<file path="src/rtl/cia_pkg.sv">
package cia_pkg;
  typedef logic [1:0] slot_t;

  function automatic slot_t clamp2(input slot_t r);
    return (r == 2'd3) ? 2'd2 : r;
  endfunction
endpackage

</file>
<file path="src/rtl/crit_detect.sv">
module crit_detect #(
  parameter int CNT_W   = 16,
  parameter int WINDOW  = 10,
  parameter int DELTA_W = 8
) (
  input  logic               clk,
  input  logic               rst,
  input  logic [1:0]         mp_dec,
  input  logic [DELTA_W-1:0] delta,
  output logic               crit_valid,
  output logic               crit_id
);
  localparam int WIN_W = $clog2(WINDOW + 2);

  logic [CNT_W-1:0] cnt   [2];
  logic [CNT_W-1:0] cnt_n [2];

  for (genvar t = 0; t < 2; t++) begin : g_thr
    assign cnt_n[t] = cnt[t] + CNT_W'(mp_dec[t]);
    always_ff @(posedge clk) begin
      if (rst) cnt[t] <= '0;
      else     cnt[t] <= cnt_n[t];
    end
  end

  logic [WIN_W-1:0] win, win_sum;
  logic             fire;
  logic [CNT_W-1:0] gap;
  logic             over;

  assign win_sum = win + WIN_W'(mp_dec[0]) + WIN_W'(mp_dec[1]);
  assign fire    = (win_sum >= WIN_W'(WINDOW));
  assign gap     = (cnt_n[0] > cnt_n[1]) ? cnt_n[0] - cnt_n[1] : cnt_n[1] - cnt_n[0];
  assign over    = (gap > CNT_W'(delta));

  always_ff @(posedge clk) begin
    if (rst) begin
      win        <= '0;
      crit_valid <= 1'b0;
      crit_id    <= 1'b0;
    end else begin
      win <= fire ? win_sum - WIN_W'(WINDOW) : win_sum;
      if (fire) begin
        crit_valid <= over;
        crit_id    <= (cnt_n[1] < cnt_n[0]);
      end
    end
  end

  // the critical state only moves at a comparison edge
  a_r6_hold_between: assert property (@(posedge clk) disable iff (rst)
    !fire |=> ($stable(crit_valid) && $stable(crit_id)));
  // the window counter stays below its limit
  a_r4_window_bound: assert property (@(posedge clk) disable iff (rst)
    win < WIN_W'(WINDOW));
endmodule

</file>
<file path="src/rtl/issue_policy.sv">
module issue_policy
  import cia_pkg::*;
(
  input  slot_t rdy0,
  input  slot_t rdy1,
  input  logic  crit_valid,
  input  logic  crit_id,
  output slot_t g0,
  output slot_t g1
);
  slot_t r0, r1;
  assign r0 = clamp2(rdy0);
  assign r1 = clamp2(rdy1);

  always_comb begin
    if (crit_valid && !crit_id && r0 == 2'd2) begin
      g0 = 2'd2; g1 = 2'd0;
    end else if (crit_valid && crit_id && r1 == 2'd2) begin
      g0 = 2'd0; g1 = 2'd2;
    end else if (r0 != 2'd0 && r1 != 2'd0) begin
      g0 = 2'd1; g1 = 2'd1;
    end else begin
      g0 = r0;   g1 = r1;
    end
  end
endmodule

</file>
<file path="src/rtl/crit_issue_arb.sv">
module crit_issue_arb
  import cia_pkg::*;
#(
  parameter int CNT_W   = 16,
  parameter int WINDOW  = 10,
  parameter int DELTA_W = 8
) (
  input  logic               clk,
  input  logic               rst,
  input  logic [1:0]         mp_dec,
  input  logic [DELTA_W-1:0] delta,
  input  logic [1:0]         rdy0,
  input  logic [1:0]         rdy1,
  output logic [1:0]         grant0,
  output logic [1:0]         grant1,
  output logic               crit_valid,
  output logic               crit_id
);
  slot_t g0_c, g1_c;

  crit_detect #(.CNT_W(CNT_W), .WINDOW(WINDOW), .DELTA_W(DELTA_W)) i_detect (
    .clk(clk), .rst(rst), .mp_dec(mp_dec), .delta(delta),
    .crit_valid(crit_valid), .crit_id(crit_id)
  );

  issue_policy i_policy (
    .rdy0(rdy0), .rdy1(rdy1), .crit_valid(crit_valid), .crit_id(crit_id),
    .g0(g0_c), .g1(g1_c)
  );

  always_ff @(posedge clk) begin
    if (rst) begin
      grant0 <= '0;
      grant1 <= '0;
    end else begin
      grant0 <= g0_c;
      grant1 <= g1_c;
    end
  end

  // total bandwidth is two
  a_r9_sum_le2: assert property (@(posedge clk) disable iff (rst)
    (3'(grant0) + 3'(grant1)) <= 3'd2);
  // no grant beyond what was ready
  a_r9_le_ready: assert property (@(posedge clk) disable iff (rst)
    1'b1 |=> (grant0 <= clamp2($past(rdy0)) && grant1 <= clamp2($past(rdy1))));
  // a critical thread with two ready takes both slots
  a_r7_crit_both: assert property (@(posedge clk) disable iff (rst)
    (crit_valid && crit_id && rdy1 >= 2'd2) |=> (grant1 == 2'd2 && grant0 == 2'd0));
  // fair split without a critical thread
  a_r2_fair_split: assert property (@(posedge clk) disable iff (rst)
    (!crit_valid && rdy0 != 2'd0 && rdy1 != 2'd0) |=> (grant0 == 2'd1 && grant1 == 2'd1));
endmodule

</file>
<file path="config.mk">
export PLATFORM = sky130hd
export DESIGN_NAME = crit_issue_arb
export DESIGN_NICKNAME = d
export VERILOG_FILES = /design/src/rtl/cia_pkg.sv /design/src/rtl/crit_detect.sv /design/src/rtl/issue_policy.sv /design/src/rtl/crit_issue_arb.sv
export SDC_FILE = /design/constraint.sdc
export NUM_CORES = 1
export LEC_CHECK = 0
export BUFFER_PORTS_ARGS = -buffer_cell sky130_fd_sc_hd__buf_2
export CORE_UTILIZATION = 40
export CTS_BUF_LIST = sky130_fd_sc_hd__clkbuf_4 sky130_fd_sc_hd__clkbuf_8
export DETAILED_ROUTE_END_ITERATION = 8
export GPL_TIMING_DRIVEN = 0
export PLACE_DENSITY = 0.54
export SETUP_SLACK_MARGIN = 0.2
export SLEW_MARGIN = 20
export SYNTH_ARGS = -nofsm -noshare
export SYNTH_HDL_FRONTEND = slang
export SYNTH_SLANG_ARGS = --single-unit
</file>
<file path="constraint.sdc">
create_clock -name clk -period 7.69 [get_ports clk]
set_clock_uncertainty 0.1 [all_clocks]
set_input_delay 0.769 -clock clk [delete_from_list [all_inputs] [get_ports clk]]
set_output_delay 0.769 -clock clk [all_outputs]
set_load 0.05 [all_outputs]
</file>
==> reports/results.ini <==
[finish]
number_of_antenna_cells_inserted = 0
most-common-layout-cells = inv_1, nor2_1, ha_1
most_common_cell_after_layout_fill_and_taps_aside = inv_1
drive_above_1_share_pct = 8.82
nets = 540
area.growth.synth_to_final_pct = 9.97

[timing]
final.min_clock_period_ns = 6.04
finalSetupViolations = 0
report.final.hold_viol_count = 0
timing_worst_slew_pin_value_ns = 0.597
setup_tns_ns = 0
min_period_over_period_pct = 78.5
relSlewSlack_pct = 60.2
slew_violations = 0
unrepaired_setup_endpoints_after_global_routing = no
fmax_ghz = 0.166

[routing]
first_iter_violations = 107
ant_nets = 0
routed_via_density = 5.26
route.detailed.wl_per_inst_um = 13.7
drt_wl_total_um = 7980
drcViolationCount = 0
drt_pass1_iterations = 4
number_of_vias_in_the_routed_layout = 3056

[floorplan]
top_level_port_count = 22
die_w_um = 95.7
floorplan.die_area_um2 = 9170
core_area_um2 = 8340
initial_utilization_pct = 42.1
core.rowCount = 33
die-height_um = 95.7

[logic_synthesis]
syn_avg_cell_area_um2 = 7.86
synth_fp_nets = 512
netlist_instances = 447
ys.flop_type = dfxtp_1
synth.cell_area_um2 = 3510
postSynth.asyncResetShare_pct = 0
synth.ff_latch_count = 42
number_of_enable_type_register_cells_in_the_synthesized_netlist = 0
synth-seq-area-share_pct = 23.9
synth.lib_cells_used.distinct = 50
synth_warnings = 0

[global_route]
grt_max_degree = 13
grt_overflow_total = 0
grtUsageTotal_pct = 18.5
antenna_found_initial = 0
number_of_global_route_vias_before_repair = 2817
wire_length_of_the_first_global_routing_pass_um = 13100

[worst_setup_path]
worst_path_arrival_time_ns = 6.13
critical_path_class = in -> reg
worstPathMaxFanout = 10
worstPathRequired_ns = 7.78
crit_path_start_kind = input pin
cp-end-kind = register

[power]
power.static_leakage_nw = 2.01
total_power_w = 0.000685
power.ir.vdd_worst_mv = 0.107
pwr_dens_nw_per_um2 = 177

[clock_tree]
cts_root_buf = clkbuf_8
cts.hold.buffers_added = 0
tritoncts = built
clockBufferDepth = 2
clkLatencyLatePin_ns = 0.30
numCtsBuffers = 5
clk_pin_slew_ns = 0.08
cts.repair.resized = 0
cts-htree-levels = 2
cts_num_sinks = 42
post_cts_setup_buffers = 0

[worst_hold_path]
type_of_the_most_critical_hold_path = reg -> reg

[flow_run]
count_of_max_cap_constraint_violations = 0

[placement]
post-dp-hpwl_um = 6520
port_buffers = 21
gp_routability_congestion = 0.860

[status]
outcome = finished clean

[area by class of cell]
class	instances	area, um2
Clock buffer	7	83.8
Timing Repair Buffer	21	105
Tap cell	105	131
Buffer	15	78.8
Sequential cell	42	841
Multi-Input combinational cell	334	2380
Inverter	56	210
Clock inverter	1	30.0
Fill cell	848	4480
[power breakdown]
group / leakage [nW] / internal (W) / total, W / switching, W
Combinational: 1.61 / 0.000127 / 0.000273 / 0.000146
Clock: 0.0593 / 0.000104 / 0.000187 / 0.0000822
Sequential: 0.340 / 0.000223 / 0.000226 / 0.00000279
[synthesized netlist by cell type (2+ instances only)]
library cell	instances	area, um2
a21oi_1	33	165
dfxtp_1	42	841
a31oi_1	3	18.8
xor2_1	24	210
nand3_1	21	105
inv_1	56	210
o31a_1	2	17.5
o21ai_1	2	10.0
a211oi_1	7	52.6
mux2i_1	8	80.1
clkbuf_1	8	30.0
or2_2	2	12.5
o21a_1	2	15.0
o2111ai_1	2	17.5
ha_1	46	576
buf_4	3	22.5
nand2b_1	3	18.8
and3_1	9	56.3
nor2_1	55	206
xnor2_1	22	193
o21ai_0	13	65.1
nor2b_1	4	25.0
o22ai_1	2	12.5
a21o_1	11	82.6
nand2_1	20	75.1
or3_1	2	12.5
nand3b_1	2	15.0
buf_2	3	15.0
nand4_1	10	62.6
fa_1	3	60.1
mux2_1	2	22.5
nor3_1	5	25.0
o21bai_1	3	22.5
[sequential cells by signal (all words and copies together), names as in the netlist]
register and flops:
i_detect.crit_id 1, i_detect.crit_valid 1, i_detect.cnt 32, grant1 2
i_detect.win 4, grant0 2
[final timing paths]
check	from	endpoint	slack, ns	depth (start not counted)
setup reg to reg	i_detect.cnt[0][0]$_SDFF_PP0_	i_detect.crit_valid$_SDFFE_PP0N_	1.90	23
hold reg to reg	i_detect.crit_id$_SDFFE_PP0N_	i_detect.crit_id$_SDFFE_PP0N_	0.42	2
setup / recovery	mp_dec[0]	i_detect.crit_valid$_SDFFE_PP0N_	1.65	24
hold / removal	i_detect.crit_id$_SDFFE_PP0N_	i_detect.crit_id$_SDFFE_PP0N_	0.42	2
[logic make-up after synthesis]
| kind of cell | count (synthesis) | share of synthesized area, % |
|---|---|---|
| xor gates and xnor gates | 46 | 11.5 |
| AOI/OAI and AO/OA | 88 | 15.8 |
| and+or+nand+nor | 141 | 19.6 |
| buffers and inverters | 71 | 8.22 |
| DFF | 42 | 23.9 |
| adders and majority gates | 49 | 18.1 |
| muxes | 10 | 2.92 |
[metal layers]
metal	GRT usage [%]	vias up	share of wire, %
li1	-	1568	-
met1	25.7	1425	50
met2	29.6	55	44
met3	2.53	8	4.3
met4	5.72	0	1.6
met5	0	-	0
[worst max-delay path: stages]
cell	delay, ns
buf_2	0.09
ha_1	0.24
nand4_1	0.17
nor2_1	0.35
nand3_1	0.17
or2_2	0.33
xor2_1	0.33
inv_1	0.08
ha_1	0.36
nand4_1	0.18
or2_1	0.27
o22ai_1	0.21
buf_6	0.18
clkbuf_1	0.42
mux2i_1	0.28
xnor2_1	0.16
ha_1	0.28
a21o_1	0.17
a21o_1	0.17
a21oi_1	0.15
o21ai_0	0.11
a21oi_1	0.22
o2111ai_1	0.15
o31a_1	0.26
[stage by stage]
| stage | instances | setup WS [ns] | hold slack [ns] | cell area [um2] | util (%) |
|---|---|---|---|---|---|
| global placement | 573 | 1.37 | 0.404 | 3750 | 45.0 |
| finish | 581 | 1.65 | 0.420 | 3860 | 46.3 |
| floorplan | 447 | 2.48 | 0.391 | 3510 | - |
| CTS | 581 | 1.64 | 0.427 | 3860 | 46.3 |
| global route | 581 | 1.23 | 0.469 | 3860 | 46.3 |
| detailed placement | 573 | 1.35 | 0.416 | 3750 | 45.0 |
(Power assumes the default switching activity.)
